[src/rtl/irqsel_pkg.sv]
package irqsel_pkg;
  localparam int unsigned HART_FIELD_W = 14;
  localparam int unsigned TGT_HART_LSB = 18;
  localparam int unsigned TOP_ID_LSB   = 16;
  localparam logic [1:0]  REGION_TGT   = 2'b00;
  localparam logic [1:0]  REGION_HART  = 2'b01;
  localparam logic [4:0]  OFS_DELIV    = 5'h00;
  localparam logic [4:0]  OFS_FORCE    = 5'h04;
  localparam logic [4:0]  OFS_THR      = 5'h08;
  localparam logic [4:0]  OFS_TOP      = 5'h18;
  localparam logic [4:0]  OFS_CLAIM    = 5'h1C;
endpackage

[src/rtl/irqsel_src_bank.sv]
module irqsel_src_bank #(
  parameter int unsigned N_SRC  = 7,
  parameter int unsigned PRIO_W = 3,
  parameter int unsigned HF_W   = 14
) (
  input  logic                              clk_i,
  input  logic                              rst_ni,
  input  logic [N_SRC-1:0]                  tgt_we_i,
  input  logic [HF_W-1:0]                   wr_hart_i,
  input  logic [PRIO_W-1:0]                 wr_prio_i,
  input  logic [N_SRC-1:0]                  pend_set_i,
  input  logic [N_SRC-1:0]                  claim_clr_i,
  input  logic [N_SRC-1:0]                  lvl_hi_i,
  input  logic [N_SRC-1:0]                  lvl_lo_i,
  input  logic [N_SRC-1:0]                  level_i,
  output logic [N_SRC-1:0]                  pend_o,
  output logic [N_SRC-1:0][HF_W-1:0]        tgt_hart_o,
  output logic [N_SRC-1:0][PRIO_W-1:0]      tgt_prio_o
);
  logic [N_SRC-1:0]   pend_q, pend_d, relevel;
  logic [PRIO_W-1:0]  prio_fix;
  logic               pend_en;

  // zero priority is not representable in wired mode: floor at one
  always_comb begin
    prio_fix = (wr_prio_i == '0) ? PRIO_W'(1) : wr_prio_i;
    relevel  = (lvl_hi_i & level_i) | (lvl_lo_i & ~level_i);
    pend_d   = pend_set_i | (claim_clr_i & relevel) | (~claim_clr_i & pend_q);
    pend_en  = |(pend_set_i | claim_clr_i);
  end

  always_ff @(posedge clk_i or negedge rst_ni) begin
    if (!rst_ni)      pend_q <= '0;
    else if (pend_en) pend_q <= pend_d;
  end

  for (genvar s = 0; s < N_SRC; s++) begin : g_tgt
    always_ff @(posedge clk_i or negedge rst_ni) begin
      if (!rst_ni) begin
        tgt_hart_o[s] <= '0;
        tgt_prio_o[s] <= PRIO_W'(1);
      end else if (tgt_we_i[s]) begin
        tgt_hart_o[s] <= wr_hart_i;
        tgt_prio_o[s] <= prio_fix;
      end
    end
  end

  assign pend_o = pend_q;
endmodule

[src/rtl/irqsel_pick.sv]
module irqsel_pick #(
  parameter int unsigned N_SRC   = 7,
  parameter int unsigned PRIO_W  = 3,
  parameter int unsigned HF_W    = 14,
  parameter int unsigned HART_ID = 0,
  localparam int unsigned ID_W   = $clog2(N_SRC + 1)
) (
  input  logic [N_SRC-1:0]             elig_i,
  input  logic [N_SRC-1:0][HF_W-1:0]   tgt_hart_i,
  input  logic [N_SRC-1:0][PRIO_W-1:0] tgt_prio_i,
  input  logic [PRIO_W-1:0]            thr_i,
  output logic                         found_o,
  output logic [ID_W-1:0]              id_o,
  output logic [PRIO_W-1:0]            prio_o
);
  logic [N_SRC-1:0] cand;

  always_comb begin
    for (int s = 0; s < N_SRC; s++) begin
      cand[s] = elig_i[s] && (tgt_hart_i[s] == HF_W'(HART_ID)) &&
                ((thr_i == '0) || (tgt_prio_i[s] < thr_i));
    end
  end

  // scan in ascending source order; strict less-than keeps the lower number on ties
  always_comb begin
    found_o = 1'b0;
    id_o    = '0;
    prio_o  = '0;
    for (int s = 0; s < N_SRC; s++) begin
      if (cand[s] && (!found_o || (tgt_prio_i[s] < prio_o))) begin
        found_o = 1'b1;
        id_o    = ID_W'(s + 1);
        prio_o  = tgt_prio_i[s];
      end
    end
  end
endmodule

[src/rtl/irqsel_hart_regs.sv]
module irqsel_hart_regs
  import irqsel_pkg::*;
#(
  parameter int unsigned N_HART = 2,
  parameter int unsigned PRIO_W = 3
) (
  input  logic                              clk_i,
  input  logic                              rst_ni,
  input  logic                              wr_i,
  input  logic [8:0]                        hart_sel_i,
  input  logic [4:0]                        ofs_i,
  input  logic                              wbit_i,
  input  logic [PRIO_W-1:0]                 wthr_i,
  input  logic [N_HART-1:0]                 frc_clr_i,
  output logic [N_HART-1:0]                 deliv_o,
  output logic [N_HART-1:0]                 force_o,
  output logic [N_HART-1:0][PRIO_W-1:0]     thr_o
);
  logic [N_HART-1:0]             deliv_q, deliv_d, frc_q, frc_d;
  logic [N_HART-1:0][PRIO_W-1:0] thr_q, thr_d;
  logic                          upd;

  always_comb begin
    deliv_d = deliv_q;
    frc_d   = frc_q;
    thr_d   = thr_q;
    for (int h = 0; h < N_HART; h++) begin
      if (wr_i && (hart_sel_i == 9'(h))) begin
        case (ofs_i)
          OFS_DELIV: deliv_d[h] = wbit_i;
          OFS_FORCE: frc_d[h]   = wbit_i;
          OFS_THR:   thr_d[h]   = wthr_i;
          default: ;
        endcase
      end
      if (frc_clr_i[h]) frc_d[h] = 1'b0;
    end
    upd = wr_i | (|frc_clr_i);
  end

  always_ff @(posedge clk_i or negedge rst_ni) begin
    if (!rst_ni) begin
      deliv_q <= '0;
      frc_q   <= '0;
      thr_q   <= '0;
    end else if (upd) begin
      deliv_q <= deliv_d;
      frc_q   <= frc_d;
      thr_q   <= thr_d;
    end
  end

  assign deliv_o = deliv_q;
  assign force_o = frc_q;
  assign thr_o   = thr_q;
endmodule

[src/rtl/irqsel_direct.sv]
module irqsel_direct
  import irqsel_pkg::*;
#(
  parameter int unsigned N_HART = 2,
  parameter int unsigned N_SRC  = 7,
  parameter int unsigned PRIO_W = 3
) (
  input  logic              clk_i,
  input  logic              rst_ni,
  input  logic              domain_ie_i,
  input  logic              bus_wr_i,
  input  logic              bus_rd_i,
  input  logic [15:0]       bus_addr_i,
  input  logic [31:0]       bus_wdata_i,
  output logic [31:0]       bus_rdata_o,
  input  logic [N_SRC-1:0]  src_en_i,
  input  logic [N_SRC-1:0]  src_pend_set_i,
  input  logic [N_SRC-1:0]  src_lvl_hi_i,
  input  logic [N_SRC-1:0]  src_lvl_lo_i,
  input  logic [N_SRC-1:0]  src_level_i,
  output logic [N_HART-1:0] hart_irq_o
);
  localparam int unsigned ID_W = $clog2(N_SRC + 1);
  localparam int unsigned HF_W = HART_FIELD_W;

  logic [1:0]  rst_sync_q;
  logic        rst_sync_n;

  always_ff @(posedge clk_i or negedge rst_ni) begin
    if (!rst_ni) rst_sync_q <= 2'b00;
    else         rst_sync_q <= {rst_sync_q[0], 1'b1};
  end
  assign rst_sync_n = rst_sync_q[1];

  logic        hart_region, tgt_region, claim_hit;
  logic [8:0]  hart_sel;
  logic [4:0]  ofs;
  logic [11:0] src_num;

  assign hart_region = (bus_addr_i[15:14] == REGION_HART);
  assign tgt_region  = (bus_addr_i[15:14] == REGION_TGT) && (bus_addr_i[1:0] == 2'b00);
  assign hart_sel    = bus_addr_i[13:5];
  assign ofs         = bus_addr_i[4:0];
  assign src_num     = bus_addr_i[13:2];
  assign claim_hit   = bus_rd_i && hart_region && (ofs == OFS_CLAIM);

  logic [N_SRC-1:0]              pend, tgt_we, claim_clr;
  logic [N_SRC-1:0][HF_W-1:0]    tgt_hart;
  logic [N_SRC-1:0][PRIO_W-1:0]  tgt_prio;
  logic [N_HART-1:0]             deliv, frc, frc_clr, found;
  logic [N_HART-1:0][PRIO_W-1:0] thr, top_prio;
  logic [N_HART-1:0][ID_W-1:0]   top_id;
  logic [N_HART-1:0][31:0]       top_word;

  always_comb begin
    for (int s = 0; s < N_SRC; s++) begin
      tgt_we[s]    = bus_wr_i && tgt_region && (src_num == 12'(s + 1));
      claim_clr[s] = 1'b0;
      for (int h = 0; h < N_HART; h++) begin
        if (claim_hit && (hart_sel == 9'(h)) && found[h] && (top_id[h] == ID_W'(s + 1)))
          claim_clr[s] = 1'b1;
      end
    end
    for (int h = 0; h < N_HART; h++) begin
      frc_clr[h] = claim_hit && (hart_sel == 9'(h)) && !found[h];
    end
  end

  irqsel_src_bank #(.N_SRC(N_SRC), .PRIO_W(PRIO_W), .HF_W(HF_W)) u_bank (
    .clk_i       (clk_i),
    .rst_ni      (rst_sync_n),
    .tgt_we_i    (tgt_we),
    .wr_hart_i   (bus_wdata_i[TGT_HART_LSB +: HF_W]),
    .wr_prio_i   (bus_wdata_i[PRIO_W-1:0]),
    .pend_set_i  (src_pend_set_i),
    .claim_clr_i (claim_clr),
    .lvl_hi_i    (src_lvl_hi_i),
    .lvl_lo_i    (src_lvl_lo_i),
    .level_i     (src_level_i),
    .pend_o      (pend),
    .tgt_hart_o  (tgt_hart),
    .tgt_prio_o  (tgt_prio)
  );

  irqsel_hart_regs #(.N_HART(N_HART), .PRIO_W(PRIO_W)) u_hregs (
    .clk_i      (clk_i),
    .rst_ni     (rst_sync_n),
    .wr_i       (bus_wr_i && hart_region),
    .hart_sel_i (hart_sel),
    .ofs_i      (ofs),
    .wbit_i     (bus_wdata_i[0]),
    .wthr_i     (bus_wdata_i[PRIO_W-1:0]),
    .frc_clr_i  (frc_clr),
    .deliv_o    (deliv),
    .force_o    (frc),
    .thr_o      (thr)
  );

  for (genvar h = 0; h < N_HART; h++) begin : g_pick
    irqsel_pick #(.N_SRC(N_SRC), .PRIO_W(PRIO_W), .HF_W(HF_W), .HART_ID(h)) u_pick (
      .elig_i     (src_en_i & pend),
      .tgt_hart_i (tgt_hart),
      .tgt_prio_i (tgt_prio),
      .thr_i      (thr[h]),
      .found_o    (found[h]),
      .id_o       (top_id[h]),
      .prio_o     (top_prio[h])
    );
    assign top_word[h] = found[h] ? ((32'(top_id[h]) << TOP_ID_LSB) | 32'(top_prio[h])) : 32'd0;
  end

  assign hart_irq_o = {N_HART{domain_ie_i}} & deliv & (frc | found);

  logic [31:0] rd_val, rdata_q;

  always_comb begin
    rd_val = '0;
    if (hart_region) begin
      for (int h = 0; h < N_HART; h++) begin
        if (hart_sel == 9'(h)) begin
          case (ofs)
            OFS_DELIV:         rd_val = {31'd0, deliv[h]};
            OFS_FORCE:         rd_val = {31'd0, frc[h]};
            OFS_THR:           rd_val = 32'(thr[h]);
            OFS_TOP, OFS_CLAIM: rd_val = top_word[h];
            default: ;
          endcase
        end
      end
    end else if (tgt_region) begin
      for (int s = 0; s < N_SRC; s++) begin
        if (src_num == 12'(s + 1))
          rd_val = (32'(tgt_hart[s]) << TGT_HART_LSB) | 32'(tgt_prio[s]);
      end
    end
  end

  always_ff @(posedge clk_i or negedge rst_sync_n) begin
    if (!rst_sync_n)   rdata_q <= '0;
    else if (bus_rd_i) rdata_q <= rd_val;
  end

  assign bus_rdata_o = rdata_q;
endmodule

[config.mk]
export PLATFORM = sky130hd
export DESIGN_NAME = irqsel_direct
export DESIGN_NICKNAME = d
export VERILOG_FILES = /design/src/rtl/irqsel_pkg.sv /design/src/rtl/irqsel_src_bank.sv /design/src/rtl/irqsel_pick.sv /design/src/rtl/irqsel_hart_regs.sv /design/src/rtl/irqsel_direct.sv
export SDC_FILE = /design/constraint.sdc
export NUM_CORES = 1
export LEC_CHECK = 0
export BUFFER_PORTS_ARGS = -buffer_cell sky130_fd_sc_hd__buf_4
export CAP_MARGIN = 30
export CORE_UTILIZATION = 40
export DETAILED_ROUTE_END_ITERATION = 10
export HOLD_SLACK_MARGIN = 0.03
export PLACE_DENSITY = 0.67
export SETUP_SLACK_MARGIN = 0.3
export SYNTH_ARGS = -nofsm -noshare
export SYNTH_HDL_FRONTEND = slang
export SYNTH_SLANG_ARGS = --single-unit
[constraint.sdc]
create_clock -name clk_i -period 5.7 [get_ports clk_i]
set_input_delay 1.14 -clock clk_i [delete_from_list [all_inputs] [get_ports clk_i]]
set_output_delay 1.14 -clock clk_i [all_outputs]
set_load 0.02 [all_outputs]
==> flow_summary_export.csv <==
group,metric,value,unit
run_status,outcome,"finished with violations",
run_status,violations,"setup timing",
setup_path,regToRegStartpoint,"u_bank.tgt_hart_o[6]",
synthesis,seq_area_frac_synth,34.3,%
power_and_ir_drop,max-vdd-ir-drop,203,uV
global_routing,first_global_vias,11800,
timing,setup_viol,13,
synthesis,synth_area_leaders,"dfrtp_1, mux2_2, ha_1",
global_routing,grt_max_degree,66,
synthesis,synth-async-reset-ratio,100,%
timing,hold_viol,0,
synthesis,synth_area_leader_cell,"dfrtp_1",
timing,finalCriticalPeriod,9.25,ns
clock_tree,cts_buffer_depth,2,
synthesis,yosys.cell_count.top_type,"dfrtp_1",
setup_path,worst_path_most_repeated_cell,"nor2_2",
layout,final_layout_size_suffix_gt1_share,44.1,%
layout,syn_to_final_growth,39.1,%
layout,post-route-util,57.0,%
power_and_ir_drop,power_leakage,7.49,nW
setup_path,cp_slowest_cell,"or4_4",
timing,fin_crit_sh,162,%
setup_path,r2r_cells,46,
drt,drc,0,
setup_path,cp-endpoint,"u_bank.pend_o[1]",
setup_path,arrival,9.57,ns
drt,drt_pass1_iterations,9,
clock_tree,htreeDepth,4,
layout,fin_nets,1735,
synthesis,syn_area,0.0115,mm^2
setup_path,path_class,"in -> reg",
setup_path,rr_endpoint,"u_bank.pend_o[1]",
global_routing,grt_overflow,0,
floorplan,start_util,41.0,%
timing,worstMarginPinSlew,0.981,ns
drt,vias,12000,
setup_path,r2r_setup_slack,-3.45,ns
timing,fin_setup_tns,-44.41,ns
drt,vias_per_cell,6.02,
timing,relSlewSlack,34.2,%
floorplan,rows,61,
floorplan,dieWidth,171,um
clock_tree,worst_setup_hold_path_clk_slew,0.08,ns
timing,slew_violations,0,
synthesis,yosysWarnings,0,
floorplan,coreArea,0.0280,mm^2
global_routing,grt_pass1_wl,65500,um
timing,finalClockSkew,0.0219,ns
synthesis,synth_edf_count,0,
setup_path,startpoint,"src_en_i[0]",
min_path,hp-class,"reg -> async",
placed_design,numPortBuffers,93,
synthesis,avgSynthCellArea,9.49,um^2
synthesis,synth-seq-cells,157,
global_routing,gr-usage-all-layers,29.5,%
setup_path,startpoint_type,"primary input",
timing,rsz0062_at_grt,"true",
synthesis,synth_top_area_share,32.7,%
placed_design,finalWeightedCongestion,1.03,
synthesis,synthFlopType,"dfrtp_1",
timing,timing.fmax,0.108,GHz
synthesis,synthDistinctLibCells,93,
clock_tree,tritoncts,"done",
global_routing,antenna_found_initial,0,
drt,antenna_left,0,
drt,wl,43200,um
synthesis,synthTopCellsByCount,"dfrtp_1, mux2_2, nand2_1",
floorplan,dieArea,0.0294,mm^2
placed_design,place_hpwl,32600,um
clock_tree,cts_root_buf,"clkbuf_16",
setup_path,critPathMaxFanout,4,
power_and_ir_drop,p_per_area,162,mW/mm^2
clock_tree,cts_buffers,17,
clock_tree,insertion_delay,0.44,ns
drt,drtIter0Drc,1169,
floorplan,fp.dieH,171,um
clock_tree,clock_sinks,157,
run,cap_violations,0,
synthesis,syn_inst,1210,
setup_path,worstSetupEndpointType,"flip-flop",
floorplan,io_pins,122,
setup_path,cp_data_required_time,6.02,ns
setup_path,critPathMaxStageDelay,0.45,ns
power_and_ir_drop,power.total,2.59,mW
drt,wl_per_cell,21.8,um
timing,layout_setup_ws,-3.55,ns
-- layout make-up --
class | count | area [um^2]
fill | 2420 | 12000
multi-input combinational | 973 | 7700
sequential | 157 | 3940
timing repair buffer | 412 | 3110
tap | 378 | 473
clock buffer | 17 | 425
clock inverter | 15 | 203
inverter | 34 | 128
antenna | 1 | 2.50
-- registers in the layout, summed over array words and instances (netlist names) --
register,flops
rst_sync_q,2
u_hregs.deliv_o,2
u_bank.pend_o,7
u_hregs.force_o,2
bus_rdata_o,19
u_bank.tgt_prio_o,21
u_hregs.thr_o,6
u_bank.tgt_hart_o,98
-- power breakdown --
part	switching [mW]	leakage [nW]	internal, mW	total (mW)
sequential	0.00461	2.08	1.11	1.12
combinational	0.168	5.11	0.128	0.295
clock	0.578	0.297	0.600	1.18
total	0.750	7.49	1.84	2.59
-- worst min path at each step --
stage                              from                     to  slack (ns)  cells after the start
after floorplan           rst_sync_q[0]          rst_sync_q[1]        0.33                      0
after global placement    rst_sync_q[1]  u_bank.tgt_hart_o[59]        0.27                      0
after detailed placement  rst_sync_q[1]  u_bank.tgt_hart_o[60]        0.28                      0
after CTS                 rst_sync_q[1]  u_bank.tgt_hart_o[60]        0.28                      0
after global routing      rst_sync_q[1]  u_bank.tgt_hart_o[60]        0.31                      0
final                     rst_sync_q[1]  u_bank.tgt_hart_o[60]        0.26                      0
-- per-stage QoR --
| stage | worst slack (ns) | hold slack, ns | instances | area (um^2) |
|---|---|---|---|---|
| finish | -3.55 | 0.260 | 1987 | 16000 |
| global route | -3.92 | 0.310 | 1986 | 16000 |
| CTS | -3.49 | 0.280 | 1981 | 15900 |
| detailed placement | -4.25 | 0.276 | 1907 | 14700 |
| global placement | -4.05 | 0.268 | 1906 | 14700 |
| floorplan | -3.66 | 0.331 | 1222 | 11700 |
-- kinds of logic (layout without fill, tap and decap cells) --
logic type	count (synthesis)	after routing	share of synthesized area [%]
compound gates	372	372	23.8
buf+inv	92	478	3.63
flops	157	157	34.3
other cells	2	15	0.0654
fa+ha+maj	52	52	5.66
mux	146	146	14.1
simple gates	389	389	18.5
-- repair_timing --
item                                    CTS  global route
hold buffers                              0             0
setup buffers                            42             5
pin swaps                                23            19
resized for setup                        58            13
endpoints found under the setup margin   13            13
-- cells in the final DEF, fill, tap and decap left out, types with 12 or more instances in the layout --
master and count:
nand2_1 94, clkbuf_16 17, o21ai_1 17, a222oi_1 34, mux2_2 119, mux2i_1 16
dfrtp_1 149, buf_4 408, nor2_1 68, nor2_2 12, nor4_1 24, nand2b_1 23
a21oi_2 13, inv_1 33, nand4_1 17, conb_1 14, o2bb2ai_1 13, o21ai_0 43
a21oi_1 66, nor3_1 30, nand3_1 17, a211oi_1 19, o211ai_1 16, ha_1 42
a21o_1 23
-- worst max-delay path: cells and delay by family --
kind                     cells  cell delay (ns)
AO/OA/AOI/OAI               19             3.10
adder cells (fa/ha/maj)      6             1.52
buffers and inverters        4             0.43
multiplexers                 4             1.10
AND/OR/NAND/NOR             13             2.28
-- layer usage --
metal  track usage, %  routed length, um  vias to the layer above
li1                 -                  -                     5472
met1             38.4              18300                     5848
met2             48.5              20200                      536
met3             4.42               3030                      110
met4             12.6               1670                        0
met5                0                  0                        -
(Power assumes the default switching activity.)
